`config.mk`:
```
export PLATFORM = sky130hd
export DESIGN_NAME = q15_recursive_filter
export DESIGN_NICKNAME = d
export VERILOG_FILES = /design/src/rtl/iirf_pkg.sv /design/src/rtl/iirf_history.sv /design/src/rtl/iirf_mac.sv /design/src/rtl/iirf_requant.sv /design/src/rtl/q15_recursive_filter.sv
export SDC_FILE = /design/constraint.sdc
export NUM_CORES = 1
export LEC_CHECK = 0
export BUFFER_PORTS_ARGS = -buffer_cell sky130_fd_sc_hd__clkbuf_2
export CELL_PAD_IN_SITES_DETAIL_PLACEMENT = 0
export CELL_PAD_IN_SITES_GLOBAL_PLACEMENT = 2
export CORE_ASPECT_RATIO = 1.2
export CORE_MARGIN = 8
export CORE_UTILIZATION = 30
export CTS_BUF_LIST = sky130_fd_sc_hd__clkbuf_16
export DETAILED_ROUTE_END_ITERATION = 10
export PLACE_DENSITY = 0.68
export SLEW_MARGIN = 20
export SYNTH_ARGS = -nofsm -noshare
export SYNTH_HDL_FRONTEND = slang
export SYNTH_SLANG_ARGS = --single-unit
```
`constraint.sdc`:
```
create_clock -name clk -period 18.45 [get_ports clk]
set_clock_uncertainty 0.15 [all_clocks]
set_input_delay 4.6125 -clock clk [delete_from_list [all_inputs] [get_ports clk]]
set_output_delay 4.6125 -clock clk [all_outputs]
set_load 0.1 [all_outputs]
```
`src/rtl/iirf_pkg.sv`:
```
package iirf_pkg;
  localparam int SAMPLE_W  = 16;
  localparam int FRAC_BITS = 15;
  localparam int ACC_W     = 40;
  localparam int PROD_W    = 2 * SAMPLE_W;
  localparam int EXT_W     = ACC_W - PROD_W;
  localparam int MAX_TAPS  = 4;

  typedef logic signed [SAMPLE_W-1:0] sample_t;
  typedef logic signed [PROD_W-1:0]   prod_t;
  typedef logic signed [ACC_W-1:0]    acc_t;
endpackage

```
`src/rtl/iirf_history.sv`:
```
module iirf_history
  import iirf_pkg::*;
#(
  parameter int DEPTH = 2
) (
  input  logic                      clk,
  input  logic                      rst,
  input  logic                      shift_en,
  input  sample_t                   din,
  output logic [DEPTH*SAMPLE_W-1:0] taps
);
  sample_t stage [DEPTH];

  always_ff @(posedge clk) begin
    if (rst) begin
      for (int i = 0; i < DEPTH; i++) stage[i] <= '0;
    end else if (shift_en) begin
      stage[0] <= din;
      for (int i = 1; i < DEPTH; i++) stage[i] <= stage[i-1];
    end
  end

  for (genvar g = 0; g < DEPTH; g++) begin : g_tap
    assign taps[g*SAMPLE_W +: SAMPLE_W] = stage[g];
  end
endmodule

```
`src/rtl/iirf_mac.sv`:
```
module iirf_mac
  import iirf_pkg::*;
#(
  parameter int NFF = 2,
  parameter int NFB = 2,
  parameter int XD  = 1,
  parameter logic [MAX_TAPS*SAMPLE_W-1:0] FF_COEFS = '0,
  parameter logic [MAX_TAPS*SAMPLE_W-1:0] FB_COEFS = '0
) (
  input  sample_t                   x_now,
  input  logic [XD*SAMPLE_W-1:0]    x_past,
  input  logic [NFB*SAMPLE_W-1:0]   y_past,
  output acc_t                      acc
);
  prod_t ff_prod [NFF];
  prod_t fb_prod [NFB];

  for (genvar i = 0; i < NFF; i++) begin : g_ff
    sample_t opnd;
    if (i == 0) begin : g_now
      assign opnd = x_now;
    end else begin : g_old
      assign opnd = x_past[(i-1)*SAMPLE_W +: SAMPLE_W];
    end
    assign ff_prod[i] = $signed(FF_COEFS[i*SAMPLE_W +: SAMPLE_W]) * opnd;
  end

  for (genvar j = 0; j < NFB; j++) begin : g_fb
    sample_t opnd;
    assign opnd       = y_past[j*SAMPLE_W +: SAMPLE_W];
    assign fb_prod[j] = $signed(FB_COEFS[j*SAMPLE_W +: SAMPLE_W]) * opnd;
  end

  always_comb begin
    acc = '0;
    for (int i = 0; i < NFF; i++)
      acc = acc + {{EXT_W{ff_prod[i][PROD_W-1]}}, ff_prod[i]};
    for (int j = 0; j < NFB; j++)
      acc = acc + {{EXT_W{fb_prod[j][PROD_W-1]}}, fb_prod[j]};
  end
endmodule

```
`src/rtl/iirf_requant.sv`:
```
module iirf_requant
  import iirf_pkg::*;
#(
  parameter bit SATURATE = 1'b1
) (
  input  acc_t    acc,
  output sample_t y
);
  localparam longint MAX_L = (longint'(1) <<< (SAMPLE_W - 1)) - 1;
  localparam longint MIN_L = -(longint'(1) <<< (SAMPLE_W - 1));
  localparam acc_t   MAX_A = acc_t'(MAX_L);
  localparam acc_t   MIN_A = acc_t'(MIN_L);

  acc_t wide;
  assign wide = acc >>> FRAC_BITS;

  if (SATURATE) begin : g_clip
    always_comb begin
      if (wide > MAX_A)      y = sample_t'(MAX_L);
      else if (wide < MIN_A) y = sample_t'(MIN_L);
      else                   y = wide[SAMPLE_W-1:0];
    end
  end else begin : g_wrap
    assign y = wide[SAMPLE_W-1:0];
  end
endmodule

```
`src/rtl/q15_recursive_filter.sv`:
```
module q15_recursive_filter
  import iirf_pkg::*;
#(
  parameter int NFF      = 2,
  parameter int NFB      = 2,
  parameter logic [MAX_TAPS*SAMPLE_W-1:0] FF_COEFS = {16'h0000, 16'h0000, 16'h199A, 16'h4000},
  parameter logic [MAX_TAPS*SAMPLE_W-1:0] FB_COEFS = {16'h0000, 16'h0000, 16'h199A, 16'h4000},
  parameter int IN_SHIFT = 0,
  parameter bit SATURATE = 1'b1
) (
  input  logic                       clk,
  input  logic                       rst,
  input  logic                       in_valid,
  output logic                       in_ready,
  input  logic signed [SAMPLE_W-1:0] in_data,
  output logic                       out_valid,
  input  logic                       out_ready,
  output logic signed [SAMPLE_W-1:0] out_data
);
  localparam int XD = (NFF > 1) ? NFF - 1 : 1;

  logic                      accept;
  sample_t                   x_scaled;
  sample_t                   y_next;
  acc_t                      acc;
  logic [XD*SAMPLE_W-1:0]    x_hist;
  logic [NFB*SAMPLE_W-1:0]   y_hist;

  assign in_ready = !out_valid || out_ready;
  assign accept   = in_valid && in_ready;
  assign x_scaled = in_data >>> IN_SHIFT;

  iirf_history #(.DEPTH(XD)) u_xhist (
    .clk(clk), .rst(rst), .shift_en(accept), .din(x_scaled), .taps(x_hist)
  );

  iirf_history #(.DEPTH(NFB)) u_yhist (
    .clk(clk), .rst(rst), .shift_en(accept), .din(y_next), .taps(y_hist)
  );

  iirf_mac #(
    .NFF(NFF), .NFB(NFB), .XD(XD), .FF_COEFS(FF_COEFS), .FB_COEFS(FB_COEFS)
  ) u_mac (
    .x_now(x_scaled), .x_past(x_hist), .y_past(y_hist), .acc(acc)
  );

  iirf_requant #(.SATURATE(SATURATE)) u_rq (
    .acc(acc), .y(y_next)
  );

  always_ff @(posedge clk) begin
    if (rst) begin
      out_valid <= 1'b0;
      out_data  <= '0;
    end else if (accept) begin
      out_valid <= 1'b1;
      out_data  <= y_next;
    end else if (out_ready) begin
      out_valid <= 1'b0;
    end
  end

  AST_IDLE_AFTER_RESET: assert property (@(posedge clk) disable iff (rst)
    $past(rst) |-> (!out_valid && x_hist == '0 && y_hist == '0));
  AST_FEEDBACK_TAP: assert property (@(posedge clk) disable iff (rst)
    accept |=> (y_hist[SAMPLE_W-1:0] == out_data));
  AST_HIST_FROZEN: assert property (@(posedge clk) disable iff (rst)
    !accept |=> ($stable(x_hist) && $stable(y_hist)));
  AST_INPUT_TAP: assert property (@(posedge clk) disable iff (rst)
    accept |=> (x_hist[SAMPLE_W-1:0] == $past(x_scaled)));
  AST_RESULT_NEXT: assert property (@(posedge clk) disable iff (rst)
    accept |=> out_valid);
  AST_STALL_HOLDS: assert property (@(posedge clk) disable iff (rst)
    (out_valid && !out_ready) |=> (out_valid && $stable(out_data)));
  AST_DRAIN_CLEARS: assert property (@(posedge clk) disable iff (rst)
    (!accept && out_valid && out_ready) |=> !out_valid);
endmodule

```
-- After elaboration in Yosys (flattened, before gate mapping)
Memory sizes are Yosys's and may differ from the RTL's.
Cells that the tools add are included.
- multiplexer cells: 13
- bitwise operators: 2
- reductions and logical operators: 5
- multiply operators: 2
- $lt $le $gt $ge: 2
- add/subtract/negate cells: 3
- operators with widths (kind ; count):
    $add A40 B40 Y40 ; 2
    $mux W16 ; 5
    $mul A13 B16 Y29 const A ; 2
    $add A30 B30 Y31 ; 1
    $gt A25 B16 Y1 const B ; 1
    $lt A25 B16 Y1 const B ; 1
    $reduce_or A16 Y1 ; 1
    $mux W1 ; 8
    $or A1 B1 Y1 ; 2
    $reduce_bool A2 Y1 ; 1
    $logic_and A1 B1 Y1 ; 1
    $logic_not A1 Y1 ; 1
    $logic_or A1 B1 Y1 ; 1
- memories: 2
- bits in registers: 17
- memory bits (writable): 48
- memory list (memory ; words ; width ; rd ports ; clocked after Yosys merged registers in ; write ports ; RTL line ; source):
    u_yhist.stage ; 2 ; 16 ; 2 ; 0 ; 2 ; iirf_history.sv:12 ; sample_t stage [DEPTH];
    u_xhist.stage ; 1 ; 16 ; 1 ; 0 ; 1 ; iirf_history.sv:12 ;

-- Depth between registers and ports, before layout
An unclocked memory read counts as a cell.
- depth in word-level cells: 9
- depth in mapped cells: 41
- mapped depth without buffers: 39

-- By module
From an unflattened synthesis, not the netlist that was laid out.
- cell total of the unflattened synthesis: 1437
- area total of the unflattened synthesis: 13471.7 um^2
- modules (own cells, without submodules) (module ; instances ; cells each ; area each (um^2)):
    iirf_mac ; 1 ; 1191 ; 10231.1
    iirf_history at u_yhist ; 1 ; 71 ; 1302.5
    q15_recursive_filter ; 1 ; 79 ; 799.5
    iirf_history at u_xhist ; 1 ; 35 ; 656.9
    iirf_requant ; 1 ; 61 ; 481.7

-- Worst setup path before layout
No wires, ideal clock.
- path type: input -> output
- start: in out_ready
- end: out in_ready
- setup slack: 8.273 ns
- cell stages on the path: 1
- data arrival time: 5.414 ns
- cells stage by stage: nand2b_1
- longest elaborated chain between the ends: 1
- RTL lines (item ; RTL line ; source):
    from (decl) ; q15_recursive_filter.sv:17 ; input logic out_ready,
    $logic_or A1 B1 Y1 ; q15_recursive_filter.sv:29 ; assign in_ready = !out_valid || out_ready;
    to (decl) ; q15_recursive_filter.sv:14 ; output logic in_ready,
Every way passes these cells.

-- Worst setup path after layout
Same ends and word-level chain as after synthesis.

==> impl_summary.txt <==
----------------------------------------------------
[Outcome]
  Result of the run ... complete, no violations

[Synth]
  Mux share of post-synthesis cell area ... 0.01217
  Post-synthesis compound-gate area fraction ... 0.1206
  Number of warnings printed during yosys synthesis ... 0
  Predominant post-synthesis flop cell ... sky130_fd_sc_hd__edfxtp_1
  Sequential element share of the synthesized area ... 0.1493
  Netlist area before placement ... 11930 sq um
  Post-synth net total ... 1643
  Simple-gate share of the synthesized area ... 0.08946
  Post-Synth XOR/XNOR Area ... 0.07195
  Post-synth EDFFs ... 48
  Syn Inst Count ... 1268
  Distinct cell type count after synthesis ... 54
  Synth Area in Adders ... 0.4617
  Number of storage elements in the synthesis netlist ... 65
  Average cell area after synthesis ... 9.409 sq um
  Async SR Flop Fraction ... 0
  Largest family of logic cells by synthesized area ... adder cells

[Critical path]
  Startpoint kind of the worst setup timing path ... input port
  Crit path buffers/inverters ... 2
  Cell Chain, Critical Path ... clkbuf_2 > nand2b_1 > clkbuf_2
  Highest net fanout along the worst path ... 4
  Worst Setup Path Type ... in2out
  Sort of element at the end of the critical path ... primary output
  Worst path top cell family by delay ... buffers and inverters
  Data arrival time of the critical path ... 5.32 ns
  Delay contributed by the slowest stage of the critical path ... 0.48 ns
  Most prevalent standard cell on the critical path ... sky130_fd_sc_hd__clkbuf_2
  Required arrival time at the worst endpoint ... 13.69 ns
  Path depth of the worst reg2reg path ... 34
  Stages on worst setup path ... 3
  CP max-delay cell ... sky130_fd_sc_hd__clkbuf_2

[Floorplanning]
  Row Count ... 80
  Core area ... 39540 sq um
  Initial cell density of the core ... 0.3017
  Die Y-Extent ... 234.5 um
  Top Ports ... 38
  Die width ... 198.0 um
  Total Die Area ... 46430 sq um

[Global routing]
  Number of antenna violations at the first check in global routing ... 0
  Wire length of the first global-routing pass ... 47230 um
  Overall global routing resource usage ... 0.1279
  Maximum number of pins on one net before global-route repair ... 49
  Overall overflow remaining after global route ... 0
  Vias in the first global route ... 8921

[Detailed routing]
  Number of iterations in the first detailed-routing pass ... 4
  Post-route DRC violation count ... 0
  Routed length per placed instance ... 15.21 um
  Antenna-violating nets left ... 0
  Total wire length ... 28050 um
  Total number of vias ... 8390
  Drt via density ... 4.550
  1st-iter DRT viols ... 307

[Clocking]
  CTS sink count ... 65
  Number of CTS-inserted buffers ... 9
  Clock root cell ... sky130_fd_sc_hd__clkbuf_16
  Number of post-CTS setup repair buffers ... 0
  Buffer depth of the longest clock path ... 2
  Resized cells post-CTS ... 0
  Number of H-tree levels ... 3
  Worst-Skew Late Latency ... 0.35 ns
  Hold buffer count at CTS ... 0
  Clock transition at path regs ... 0.06 ns
  TritonCTS clock tree ... built

[STA]
  Actual slew at the worst max-slew pin ... 1.002 ns
  Total setup violations reported at the end of the flow ... 0
  FMAX ... 99.19 MHz
  Share of the clock period used by the worst path ... 0.5464
  Headroom to the max-slew limit ... 0.3319
  Final critical delay including setup and external delays ... 10.08 ns
  Final-layout setup total negative slack ... 0 ns
  Final count of hold timing violations ... 0
  Final WS setup ... 8.368 ns
  Max-slew violations ... 0
  Setup repair after global routing missed its margin ... false
  WHS ... 0.3303 ns

[Layout]
  Nets ... 1681
  Fraction of final layout cells with drive strength greater than 1 ... 0.04882
  Final Non-Filler Cells ... 1844
  Antenna Cells ... 0
  Layout overhead on the synthesized area ... 9.072%

[Worst hold path]
  Cell depth of the worst min-delay path ... 2
  Class of the tightest hold or removal check ... reg2reg

[Place]
  Count of buffers inserted at the top-level ports ... 37
  Estimated wirelength of the detail-placed design ... 24280 um
  Weighted congestion at the end of routability-driven global placement ... 0.7992
  Inst Count DP ... 1828
  Worst setup timing slack at the placement stage ... 8.288 ns

[Run]
  Max-capacitance violation count ... 0

----------------------------------------------------
[final timing paths]
check / start / slack (ns) / endpoint
setup / recovery: out_ready / 8.37 / in_ready
hold / removal: out_data[15] / 0.33 / out_data[15]
setup reg to reg: u_xhist.stage[0][4] / 8.68 / u_yhist.stage[0][2]
hold reg to reg: out_data[15] / 0.33 / out_data[15]
[worst register-to-register path, delay by kind of cell, from the launching register on]
kind / cells / cell delay, ns
xor gates and xnor gates: 2 / 0.25
and+or+nand+nor: 6 / 1.65
AOI/OAI and AO/OA: 14 / 2.94
buffers and inverters: 3 / 0.14
DFF: 1 / 0.52
adders and majority gates: 9 / 3.97
[routing by layer]
layer / part of all wire / global-route usage
met5: 0 / 0
met1: 0.47 / 0.1689
met2: 0.50 / 0.2257
met4: 0.0063 / 0.01635
met3: 0.024 / 0.01687
[cell usage in the layout (no fill, tap or decap), types with 5 or more instances in the layout]
cell                        instances
sky130_fd_sc_hd__clkbuf_16          9
sky130_fd_sc_hd__edfxtp_1          48
sky130_fd_sc_hd__o21a_1            12
sky130_fd_sc_hd__inv_1            281
sky130_fd_sc_hd__nor2b_1           10
sky130_fd_sc_hd__fa_1             142
sky130_fd_sc_hd__and2_1            20
sky130_fd_sc_hd__nand3_1           24
sky130_fd_sc_hd__ha_1             213
sky130_fd_sc_hd__o21ai_0           31
sky130_fd_sc_hd__xor2_1            33
sky130_fd_sc_hd__mux2i_1           10
sky130_fd_sc_hd__a31oi_1            9
sky130_fd_sc_hd__nand2b_1           9
sky130_fd_sc_hd__o211ai_1           5
sky130_fd_sc_hd__o21bai_1           8
sky130_fd_sc_hd__and3_1             7
sky130_fd_sc_hd__clkbuf_2          37
sky130_fd_sc_hd__a21o_1            32
sky130_fd_sc_hd__nand4_1            7
sky130_fd_sc_hd__a21oi_1           69
sky130_fd_sc_hd__nor2_1            64
sky130_fd_sc_hd__nand2_1           46
sky130_fd_sc_hd__nor3_1            20
sky130_fd_sc_hd__dfxtp_1           17
sky130_fd_sc_hd__o31ai_1            5
sky130_fd_sc_hd__a221o_1           14
sky130_fd_sc_hd__or3_1              6
sky130_fd_sc_hd__xnor2_1           65
[stage by stage]
| stage | util | area [sq um] |
|---|---|---|
| floorplan | - | 11930 |
| global route | 0.3291 | 13010 |
| detailed placement | 0.3220 | 12730 |
| CTS | 0.3291 | 13010 |
| global placement | 0.3220 | 12730 |
| finish | 0.3291 | 13010 |
[synth_stat cells, types with 2 or more instances]
cell type / count / area (sq um)
sky130_fd_sc_hd__or3_1: 6 / 37.54
sky130_fd_sc_hd__a211oi_1: 4 / 30.03
sky130_fd_sc_hd__fa_1: 142 / 2843
sky130_fd_sc_hd__edfxtp_1: 48 / 1441
sky130_fd_sc_hd__a21o_1: 32 / 240.2
sky130_fd_sc_hd__a221o_1: 14 / 140.1
sky130_fd_sc_hd__o21ai_1: 4 / 20.02
sky130_fd_sc_hd__o21bai_1: 8 / 60.06
sky130_fd_sc_hd__or2_2: 3 / 18.77
sky130_fd_sc_hd__xnor2_1: 65 / 569.3
sky130_fd_sc_hd__nand3b_1: 2 / 15.01
sky130_fd_sc_hd__clkbuf_1: 8 / 30.03
sky130_fd_sc_hd__mux2_2: 4 / 45.04
sky130_fd_sc_hd__a31oi_1: 9 / 56.30
sky130_fd_sc_hd__nor2_1: 64 / 240.2
sky130_fd_sc_hd__o21ai_0: 31 / 155.2
sky130_fd_sc_hd__and3_1: 7 / 43.79
sky130_fd_sc_hd__nor2b_1: 10 / 62.56
sky130_fd_sc_hd__o211ai_1: 5 / 37.54
sky130_fd_sc_hd__a311oi_1: 2 / 17.52
sky130_fd_sc_hd__nand2_1: 46 / 172.7
sky130_fd_sc_hd__inv_1: 281 / 1055
sky130_fd_sc_hd__a211o_1: 4 / 35.03
sky130_fd_sc_hd__o31a_1: 2 / 17.52
sky130_fd_sc_hd__o21a_1: 12 / 90.09
sky130_fd_sc_hd__ha_1: 213 / 2665
sky130_fd_sc_hd__dfxtp_1: 17 / 340.3
sky130_fd_sc_hd__nand2b_1: 9 / 56.30
sky130_fd_sc_hd__nor3_1: 20 / 100.1
sky130_fd_sc_hd__nand4_1: 7 / 43.79
sky130_fd_sc_hd__a41o_1: 2 / 20.02
sky130_fd_sc_hd__o22ai_1: 2 / 12.51
sky130_fd_sc_hd__o31ai_1: 5 / 37.54
sky130_fd_sc_hd__nand3_1: 24 / 120.1
sky130_fd_sc_hd__a21oi_1: 69 / 345.3
sky130_fd_sc_hd__buf_6: 2 / 22.52
sky130_fd_sc_hd__and2_1: 20 / 125.1
sky130_fd_sc_hd__nor4_1: 4 / 25.02
sky130_fd_sc_hd__mux2i_1: 10 / 100.1
sky130_fd_sc_hd__buf_4: 2 / 15.01
sky130_fd_sc_hd__xor2_1: 33 / 289.0
sky130_fd_sc_hd__a21boi_0: 4 / 30.03
[kinds of logic (layout without fill, tap and decap cells)]
logic type,count (synthesis),count (layout)
adder cells (fa/ha/maj),355,355
XOR/XNOR,98,98
AO/OA/AOI/OAI,218,218
flip-flops,65,65
AND/OR/NAND/NOR,223,223
multiplexers,14,14
buffers and inverters,295,338
[final cells by class]
type / instances / area [sq um]
fill: 4164 / 26530
multi-input combinational: 908 / 9017
sequential: 65 / 1782
inverter: 282 / 1060
tap: 533 / 666.9
clock buffer: 9 / 225.2
timing repair buffer: 40 / 207.7
clock inverter: 7 / 53.80
[sequential cells by signal, indices dropped and copies added (netlist names)]
signal	count
out_valid	1
out_data	16
u_xhist.stage	16
u_yhist.stage	32
Power is not shown: default switching activity piles up to over one toggle a cycle in this logic, so the estimate is an artifact.
